[config.mk]
export PLATFORM = sky130hd
export DESIGN_NAME = idle_state_resolver
export DESIGN_NICKNAME = d
export VERILOG_FILES = /design/src/rtl/idle_pkg.sv /design/src/rtl/thread_merge.sv /design/src/rtl/core_demote.sv /design/src/rtl/pkg_combine.sv /design/src/rtl/idle_state_resolver.sv
export SDC_FILE = /design/constraint.sdc
export NUM_CORES = 1
export LEC_CHECK = 0
export CAP_MARGIN = 15
export CORE_MARGIN = 2
export CORE_UTILIZATION = 52
export CTS_CLUSTER_DIAMETER = 30
export DETAILED_ROUTE_END_ITERATION = 8
export GPL_ROUTABILITY_DRIVEN = 0
export GPL_TIMING_DRIVEN = 0
export PLACE_DENSITY_LB_ADDON = 0.08
export SETUP_SLACK_MARGIN = 0.02
export SYNTH_ARGS = -nofsm -noshare
export SYNTH_HDL_FRONTEND = slang
export SYNTH_HIERARCHICAL = 1
export SYNTH_SLANG_ARGS = --single-unit
[constraint.sdc]
create_clock -name clk -period 4.3 [get_ports clk]
set_input_delay 0.86 -clock clk [delete_from_list [all_inputs] [get_ports clk]]
set_output_delay 0.86 -clock clk [all_outputs]
set_load 0.005 [all_outputs]
[src/rtl/idle_pkg.sv]
// Shared codes and types for the idle-state resolver.
// Request codes order by depth; output codes insert C1E between C1 and C3
// so that "shallowest wins" is a plain numeric minimum at both levels.
package idle_pkg;
    localparam int REQ_W = 2;
    localparam int ST_W  = 3;

    typedef logic [REQ_W-1:0] req_t;
    typedef logic [ST_W-1:0]  state_t;

    localparam req_t REQ_C0 = 2'd0;
    localparam req_t REQ_C1 = 2'd1;
    localparam req_t REQ_C3 = 2'd2;
    localparam req_t REQ_C6 = 2'd3;

    localparam state_t ST_C0  = 3'd0;
    localparam state_t ST_C1  = 3'd1;
    localparam state_t ST_C1E = 3'd2;
    localparam state_t ST_C3  = 3'd3;
    localparam state_t ST_C6  = 3'd4;
endpackage

[src/rtl/thread_merge.sv]
// Merges the thread requests of one core into the shallowest request.
// Assumes request codes grow with depth. A disabled core yields C6 so
// that it cannot hold anything shallower above it.
module thread_merge
    import idle_pkg::*;
#(
    parameter int THREADS = 2
) (
    input  logic [THREADS*REQ_W-1:0] reqs,
    input  logic                     en,
    output req_t                     merged
);
    // Numeric minimum over the enabled core's threads.
    always_comb begin
        merged = REQ_C6;
        if (en) begin
            for (int t = 0; t < THREADS; t++) begin
                if (reqs[t*REQ_W +: REQ_W] < merged)
                    merged = reqs[t*REQ_W +: REQ_W];
            end
        end
    end
endmodule

[src/rtl/core_demote.sv]
// Per-core residency tracking and auto-demotion of deep requests.
// Counts cycles of deep (C3/C6) requests, saturating; C1 holds the count,
// C0 or disable clears it. Grant is combinational; the caller registers it.
module core_demote
    import idle_pkg::*;
#(
    parameter int RES_W = 4
) (
    input  logic             clk,
    input  logic             rst_n,
    input  req_t             req,
    input  logic             en,
    input  logic             dem_c1_en,
    input  logic             dem_c3_en,
    input  logic [RES_W-1:0] thr_c1,
    input  logic [RES_W-1:0] thr_c3,
    output state_t           grant
);
    localparam logic [RES_W-1:0] CNT_MAX = '1;

    logic [RES_W-1:0] cnt;
    logic             to_c1;
    logic             to_c3;

    // Residency counter: clear on C0/disable, saturate on deep requests.
    always_ff @(posedge clk) begin
        if (!rst_n)
            cnt <= '0;
        else if (!en || req == REQ_C0)
            cnt <= '0;
        else if (req >= REQ_C3 && cnt != CNT_MAX)
            cnt <= cnt + 1'b1;
    end

    assign to_c1 = dem_c1_en && (cnt < thr_c1);
    assign to_c3 = dem_c3_en && (cnt < thr_c3);

    // Grant selection: C1 demotion outranks C3 demotion.
    always_comb begin
        grant = ST_C6;
        if (en) begin
            case (req)
                REQ_C0:  grant = ST_C0;
                REQ_C1:  grant = ST_C1;
                REQ_C3:  grant = to_c1 ? ST_C1 : ST_C3;
                default: grant = to_c1 ? ST_C1 : (to_c3 ? ST_C3 : ST_C6);
            endcase
        end
    end

    a_r7_cnt_clear: assert property (@(posedge clk) disable iff (!rst_n)
        $past(rst_n) && $past(!en || req == REQ_C0) |-> cnt == '0);

    a_r7_cnt_hold: assert property (@(posedge clk) disable iff (!rst_n)
        $past(rst_n) && $past(en && req == REQ_C1) |-> $stable(cnt));

    a_r7_no_wrap: assert property (@(posedge clk) disable iff (!rst_n)
        $past(rst_n) && $past(en && req >= REQ_C3) |-> cnt >= $past(cnt));
endmodule

[src/rtl/pkg_combine.sv]
// Applies the C1E rule, resolves the package state and registers all outputs.
// Assumes disabled cores already present C6 on their grant.
module pkg_combine
    import idle_pkg::*;
#(
    parameter int NUM_CORES = 2
) (
    input  logic                      clk,
    input  logic                      rst_n,
    input  logic [NUM_CORES*ST_W-1:0] grant,
    input  logic                      c1e_en,
    output logic [NUM_CORES*ST_W-1:0] core_state,
    output state_t                    pkg_state,
    output logic                      low_freq_req
);
    logic                      all_ge_c1;
    logic [NUM_CORES*ST_W-1:0] shown;
    state_t                    pkg_n;

    // True when no core resolved to C0.
    always_comb begin
        all_ge_c1 = 1'b1;
        for (int i = 0; i < NUM_CORES; i++)
            if (grant[i*ST_W +: ST_W] == ST_C0) all_ge_c1 = 1'b0;
    end

    // Per-core C1 to C1E promotion and package minimum.
    always_comb begin
        pkg_n = ST_C6;
        for (int i = 0; i < NUM_CORES; i++) begin
            shown[i*ST_W +: ST_W] = grant[i*ST_W +: ST_W];
            if (c1e_en && all_ge_c1 && grant[i*ST_W +: ST_W] == ST_C1)
                shown[i*ST_W +: ST_W] = ST_C1E;
            if (shown[i*ST_W +: ST_W] < pkg_n)
                pkg_n = shown[i*ST_W +: ST_W];
        end
    end

    // Output registers.
    always_ff @(posedge clk) begin
        if (!rst_n) begin
            core_state   <= '0;
            pkg_state    <= ST_C0;
            low_freq_req <= 1'b0;
        end else begin
            core_state   <= shown;
            pkg_state    <= pkg_n;
            low_freq_req <= (pkg_n == ST_C1E);
        end
    end

    for (genvar i = 0; i < NUM_CORES; i++) begin : g_chk
        a_r3_pkg_shallowest: assert property (@(posedge clk) disable iff (!rst_n)
            pkg_state <= core_state[i*ST_W +: ST_W]);
        a_r5_c1e_no_c0_core: assert property (@(posedge clk) disable iff (!rst_n)
            pkg_state == ST_C1E |-> core_state[i*ST_W +: ST_W] != ST_C0);
    end

    a_r6_flag_off: assert property (@(posedge clk) disable iff (!rst_n)
        $past(rst_n) && !$past(c1e_en) |-> !low_freq_req);

    a_r6_flag_pkg: assert property (@(posedge clk) disable iff (!rst_n)
        low_freq_req |-> core_state != '0);
endmodule

[src/rtl/idle_state_resolver.sv]
// Top: two-level idle-state resolution (threads to cores, cores to package)
// with residency-based demotion and C1E promotion. One register stage.
module idle_state_resolver
    import idle_pkg::*;
#(
    parameter int NUM_CORES = 2,
    parameter int THREADS   = 2,
    parameter int RES_W     = 4
) (
    input  logic                              clk,
    input  logic                              rst_n,
    input  logic [NUM_CORES*THREADS*2-1:0]    thread_req,
    input  logic [NUM_CORES-1:0]              core_en,
    input  logic                              c1e_en,
    input  logic                              dem_c1_en,
    input  logic                              dem_c3_en,
    input  logic [RES_W-1:0]                  thr_c1,
    input  logic [RES_W-1:0]                  thr_c3,
    output logic [NUM_CORES*3-1:0]            core_state,
    output logic [2:0]                        pkg_state,
    output logic                              low_freq_req
);
    localparam int TREQ_W = THREADS * REQ_W;

    logic [NUM_CORES*REQ_W-1:0] merged;
    logic [NUM_CORES*ST_W-1:0]  grant;

    for (genvar c = 0; c < NUM_CORES; c++) begin : g_core
        logic thr_c0;

        thread_merge #(.THREADS(THREADS)) u_merge (
            .reqs   (thread_req[c*TREQ_W +: TREQ_W]),
            .en     (core_en[c]),
            .merged (merged[c*REQ_W +: REQ_W])
        );

        core_demote #(.RES_W(RES_W)) u_dem (
            .clk       (clk),
            .rst_n     (rst_n),
            .req       (merged[c*REQ_W +: REQ_W]),
            .en        (core_en[c]),
            .dem_c1_en (dem_c1_en),
            .dem_c3_en (dem_c3_en),
            .thr_c1    (thr_c1),
            .thr_c3    (thr_c3),
            .grant     (grant[c*ST_W +: ST_W])
        );

        // Flags any thread of this core asking for C0 (used by checks only).
        always_comb begin
            thr_c0 = 1'b0;
            for (int t = 0; t < THREADS; t++)
                if (thread_req[(c*THREADS+t)*REQ_W +: REQ_W] == REQ_C0) thr_c0 = 1'b1;
        end

        a_r2_c0_wins: assert property (@(posedge clk) disable iff (!rst_n)
            $past(rst_n) && $past(core_en[c] && thr_c0) |-> core_state[c*ST_W +: ST_W] == ST_C0);

        a_r4_disabled_c6: assert property (@(posedge clk) disable iff (!rst_n)
            $past(rst_n) && !$past(core_en[c]) |-> core_state[c*ST_W +: ST_W] == ST_C6);

        a_r10_no_demote: assert property (@(posedge clk) disable iff (!rst_n)
            $past(rst_n) && $past(core_en[c] && !dem_c1_en && !dem_c3_en
                                  && merged[c*REQ_W +: REQ_W] == REQ_C6)
            |-> core_state[c*ST_W +: ST_W] == ST_C6);
    end

    pkg_combine #(.NUM_CORES(NUM_CORES)) u_pkg (
        .clk          (clk),
        .rst_n        (rst_n),
        .grant        (grant),
        .c1e_en       (c1e_en),
        .core_state   (core_state),
        .pkg_state    (pkg_state),
        .low_freq_req (low_freq_req)
    );
endmodule

==> run metrics, run 1 <==
CP Launch Type=input port; iteration count of the initial detailed-routing pass=4; clk_lat worst skew=between 0.3 and 0.4 ns; syn avg cell area=between 8 and 9 um^2; non-filler cells in the finished layout=roughly 270; Detail Route Antenna Nets=0; n_diodes=0; Syn-to-layout area delta=33.5%; DRC=0; hold slack=roughly 0.6 ns; count of mapped cells out of synthesis=~190; routed vias=between 1,000 and 1,500; CP Capture Type=flop; hold depth=2; Synth Area in Compound Gates=0.233; CTS sink count=18; DIE HEIGHT=between 60 and 70 um; Hold WC Path Type=reg2reg; post-synthesis mux area share=0; FF+latch count, synth=18; Slew Limit Headroom=0.661; clk_skew=0.0129 ns; Final Hold Fails=0; Power Total=0.000486 W; DIE AREA=around 3600 um^2; async set or reset register ratio after synthesis=0; arrival time worst endpoint=4.34 ns; top_reg_cell synth=dfxtp_1; worst reg2reg path depth=13; first-pass GRT wire length=about 5900 um; Pwr Density=approximately 220 nW/um^2; Max Cap Viol=0; RSZ-0062 raised after global routing=no; largest net degree at the start of global routing=13; dpl hpwl=2790 um; routed len/inst=about 14 um; Setup violations, final=0; CTS tree=done; post-synthesis sequential area ratio=0.221; GRT Overall Usage=0.216; Mapped Area=roughly 1600 um^2; Final Net Count=274; vias in the first global route=approximately 1,400; status=complete, no violations; setup TNS=0 ns; Max Transition Viols Final=0; Initial Util=0.540; YS warnings=6; worst slack at placement=-0.421 ns; share of cells above drive strength 1=0.188; placed insts=261; post-route setup slack=roughly 0.19 ns; CTS Root Cell=clkbuf_4; hold_buf cts=0; Syn Nets=~230; WS Path Type=in2reg; Final period util=0.956; Fmax=around 240 MHz; io pins=33; peak supply drop=0.000146 V; Worst EP required=approximately 4.5 ns; Clock Pin Slew Worst Setup and Hold Paths=0.13 ns; H-tree depth=1; CP max FO=4; post-synthesis xor/xnor area fraction=0.0214; Synth top area share=0.221; Adder-Cell Fraction of Synth Area=0.199; cts bufs inserted=3; min cycle time layout=about 4.1 ns; largest family of logic cells by synthesized area=simple AND/OR/NAND/NOR gates; DIE WIDTH=around 60 um; Reg2Reg Setup Slack=~0.92 ns; Via density=5.43; synth top area cells=dfxtp_1 22%, ha_1 20%, nand2b_4 6.7%; Simple-Gate Fraction of Synth Area=0.264; Distinct cells, synth=40; initial antenna violation count=0; EDFF count, synth=0; total detailed-routing wirelength=around 3600 um; Yosys top cell by area=dfxtp_1; cell row count=20; Pleak=approximately 0.95 nW; Slew @ Worst Pin=0.509 ns; IO buf count=32; Initial DRC Count=between 60 and 70; clk buf depth=2; core box area=around 3000 um^2; grt ovf=0
[synthesized netlist by cell type, drive strengths merged (2+ instances only)]
cell     instances
nand2b          16
inv             25
a2111o           2
or3              2
a21bo            2
a2111oi          3
and2b            2
nor2            12
a31oi            5
nand3b           4
dfxtp           18
nor3             2
a41o             3
a21boi           2
and2             4
or2              4
a41oi            3
a21o             2
o21ai           10
clkbuf           2
nand2            8
nor3b            2
a21oi           12
xnor2            4
ha              26
and3             3
nand3            4
[state kept, by name, indices dropped and copies added, names as in the netlist]
name / cells
g_core.u_dem/cnt: 8
u_pkg/core_state: 6
u_pkg/low_freq_req: 1
u_pkg/pkg_state: 3
[critical path: stages]
cell and delay, ns:
clkdlybuf4s50_1 0.42, clkbuf_1 0.12, ha_4 0.28, nand2b_4 0.06, a31oi_4 0.19, inv_2 0.06, ha_1 0.32, o21ai_2 0.14
a41oi_2 0.07, or3_4 0.44, a41o_4 0.31, ha_4 0.17, a21oi_1 0.12, o21ai_1 0.09, a21oi_2 0.18, buf_4 0.14
a21oi_1 0.05, a2111oi_2 0.31
[report_power, final]
part / switching, W / internal, W
sequential: 0.00000516 / 0.000176
clock: 0.0000625 / 0.0000517
combinational: 0.0000921 / 0.0000982
total: 0.000160 / 0.000326
[routing by layer]
layer  vias to the layer above  track usage  part of all wire  routed length [um]
met5                         -            0                 0                   0
met4                         0        0.105             0.025                  92
met3                        11       0.0390             0.050                 183
met2                        41        0.387              0.50                1810
met1                       680        0.243              0.43                1550
li1                        723            -                 -                   -
[logic make-up after synthesis]
family	Yosys count
AO/OA/AOI/OAI	46
XOR/XNOR	4
adder cells (fa/ha/maj)	26
buffers and inverters	27
flip-flops	18
AND/OR/NAND/NOR	64
[placed cells by master (no fill, tap or decap), types with 3 or more instances in the layout]
cell type,instances
a21oi_1,11
a31oi_1,3
and2_1,3
buf_4,3
clkbuf_4,3
clkdlybuf4s50_1,32
dfxtp_1,18
ha_1,23
inv_1,24
nand2_1,7
nand2b_1,7
nand2b_4,8
nand3_1,4
nand3b_1,4
nor2_1,12
o21ai_0,5
o21ai_1,3
or2_1,4
xnor2_1,4
[path summary, 6_finish.rpt]
check                                             from                     end
worst max-delay path                     thread_req[1]      u_pkg/low_freq_req
worst min register to register  g_core[0].u_dem/cnt[1]  g_core[0].u_dem/cnt[1]
worst min-delay path            g_core[0].u_dem/cnt[1]  g_core[0].u_dem/cnt[1]
worst max register to register  g_core[0].u_dem/cnt[1]      u_pkg/low_freq_req
[final cells by class]
class	count	area, um^2
buffer	2	7.51
clock buffer	4	36.3
fill	240	846
inverter	25	93.8
multi-input combinational	140	1290
sequential	18	360
tap	44	55.1
timing repair buffer	35	343
[stage by stage]
step / area, um^2 / util
finish: 2180 / 0.721
global route: 2180 / 0.721
CTS: 2090 / 0.692
detailed placement: 2010 / 0.664
global placement: 2010 / 0.664
floorplan: 1630 / -
[repair_timing]
action | 4_1_cts | 5_1_grt
endpoints found under the setup margin | 1 | 1
buffers inserted | 1 | 2
pin swaps | 1 | 5
gates resized for setup | 7 | 12
Note: power is estimated with default switching activity, not from simulation.
==> inputs of run 2 (changes only) <==
Settings changed: GPL_TIMING_DRIVEN 0 to unset.
==> run 2 against run 1 <==
Compared with the run above:
- critical path depth unchanged
- wire length is 1.2% lower
- die area did not move
- fmax up 0.89%
==> run metrics, run 2 (synthesis results as in run 1) <==
min cycle time layout=4.08 ns (-0.0363 ns); DIE AREA=3610 um^2 (unchanged); DIE WIDTH=60.1 um (unchanged); DIE HEIGHT=60.1 um (unchanged); CTS Root Cell=clkbuf_4; status=complete, no violations; gr busiest metal=met2; H-tree depth=1 (unchanged); CP Launch Type=input port; IO buf count=32 (unchanged); Fmax=245 MHz (+0.89%); CP Capture Type=flop; Initial Util=0.540 (unchanged); setup TNS=0 ns (unchanged); Crit path largest cell delay=0.49 ns (+0.05 ns); cts bufs inserted=3 (unchanged); leading cell types in the layout, fill and taps excluded=32 x clkdlybuf4s50_1, 25 x inv_1, 24 x ha_1; WS Path Type=in2reg; Biggest register=g_core.u_dem/cnt; DP Area=2110 um^2 (+4.9%); Final Net Count=284 (+3.6%); routed len/inst=12.9 um (-4.8%); largest net degree at the start of global routing=13 (unchanged); Via density=5.31 (-2.3%); CP max FO=4 (unchanged); Syn-to-layout area delta=34.1%; peak supply drop=0.000125 V (-14%); met1 Use GR=0.247 (+0.00359); Initial DRC Count=48 (-27%); Pleak=1.01 nW (+5.9%); final design utilization=0.724 (+0.00289); Final period util=0.948 (-0.00844); arrival time worst endpoint=4.28 ns (-0.06 ns); io pins=33 (unchanged); Worst EP required=4.50 ns (-0.03 ns); hold path start=g_core[0].u_dem/cnt[1]; slowest stage cell, crit path=clkdlybuf4s50_1; routed vias=1,475 (+1.4%); DRC=0 (unchanged); Detail Route Antenna Nets=0 (unchanged); Pwr Density=221 nW/um^2 (-0.76%); CTS sink count=18 (unchanged); commonest non-fill, non-tap cell in the layout=clkdlybuf4s50_1; CTS tree=done; core box area=3030 um^2 (unchanged); cell row count=20 (unchanged); final instance area=2190 um^2 (+0.40%); RSZ-0062 raised after global routing=no; met3 GRT Util=0.0303 (-0.00866); total detailed-routing wirelength=3590 um (-1.2%); hold path endpoint=g_core[0].u_dem/cnt[1]; Setup violations, final=0 (unchanged); initial antenna violation count=0 (unchanged); Final Hold Fails=0 (unchanged); largest registers=g_core.u_dem/cnt (8), u_pkg/core_state (6), u_pkg/pkg_state (3); Critical path buffers and inverters=4 (unchanged); vias in the first global route=1,451 (+4.5%); worst reg2reg path depth=14 (+1); Max Transition Viols Final=0 (unchanged); RR Startpoint=g_core[0].u_dem/cnt[2]; GRT met2 Usage=0.393 (+0.00621); dpl hpwl=2870 um (+2.8%); CP top delay family=compound AO/OA/AOI/OAI gates; iteration count of the initial detailed-routing pass=4 (unchanged); grt ovf=0 (unchanged); n_diodes=0 (unchanged); clk buf depth=2 (unchanged); crit path cell chain=clkdlybuf4s50_1 > inv_1 > ha_1 > nand2b_4 > a31oi_4 > inv_1 > ha_1 > o21ai_2 > a41oi_2 > or3_4 > a41o_1 > ha_2 > a21oi_2 > o21ai_0 > a21oi_1 > buf_4 > a21oi_1 > a2111oi_2; worst r2r dst=u_pkg/low_freq_req; hold_buf cts=0 (unchanged); clk_skew=0.00536 ns (-0.00758 ns); Largest register FFs=8 (unchanged); Hold WC Path Type=reg2reg; Slew Limit Headroom=0.704 (+0.0428); first-pass GRT wire length=5900 um (+0.24%); share of cells above drive strength 1=0.205 (+0.0176); Max Cap Viol=0 (unchanged); hold depth=2 (unchanged); Clock Pin Slew Worst Setup and Hold Paths=0.12 ns (about the same); clk_lat worst skew=0.30 ns (-0.02 ns); Slew @ Worst Pin=0.443 ns (-0.0655 ns); GRT Overall Usage=0.215 (-0.00149); Reg2Reg Setup Slack=1.09 ns (+0.17 ns); Fillers=237 (-1.3%)
[run 2: how the worst max path moves through the flow]
| stage | end | from | slack (ns) | cells after the start |
|---|---|---|---|---|
| 3_3_place_gp | u_pkg/low_freq_req | thread_req[1] | -0.05 | 17 |
| 6_report | u_pkg/low_freq_req | thread_req[1] | 0.22 | 18 |
| 5_1_grt | u_pkg/low_freq_req | thread_req[5] | 0.05 | 17 |
| 4_1_cts | u_pkg/low_freq_req | thread_req[1] | 0.05 | 17 |
| 3_5_place_dp | u_pkg/low_freq_req | thread_req[1] | -0.25 | 17 |
| 2_1_floorplan | u_pkg/low_freq_req | thread_req[1] | 0.41 | 16 |
[run 2: area by class of cell]
cell class | instances | area (um^2) | share of cell area
multi-input cells | 140 | 1210 | 0.553
repair buffers | 47 | 433 | 0.198
flip-flops and latches | 18 | 360 | 0.164
inverters | 25 | 93.8 | 0.0428
well taps | 44 | 55.1 | 0.0251
clock buffers | 4 | 36.3 | 0.0166
[run 2: metrics by stage]
step	cells	setup WS (ns)	hold WS, ns	power (W)
after detailed placement	273	-0.246	0.546	0.000367
after global routing	278	0.0532	0.595	0.000516
after global placement	273	-0.0533	0.548	0.000360
after CTS	277	0.0488	0.568	0.000477
final	278	0.224	0.574	0.000484
after floorplan	185	0.413	0.503	0.000287
[run 2: worst min-delay path, stage by stage, from the launching register on]
cell and delay (ns):
dfxtp_1 0.38, o21ai_0 0.09, a21oi_1 0.06
[run 2: what timing repair did]
item / in CTS / in global routing
gates resized for setup: 0 / 9
endpoints found under the setup margin: 0 / 3
setup buffers: 0 / 1
[run 2: report_power, final]
| group | switching, W | internal (W) | total, W |
|---|---|---|---|
| logic | 0.0000875 | 0.000104 | 0.000192 |
| registers | 0.00000524 | 0.000176 | 0.000182 |
| clock network | 0.0000596 | 0.0000516 | 0.000111 |
[run 2: metal layers]
| layer | up-vias | routed length [um] |
|---|---|---|
| met3 | 6 | 147 |
| met4 | 0 | 49 |
| li1 | 744 | - |
| met2 | 26 | 1850 |
| met1 | 699 | 1540 |
| met5 | - | 0 |
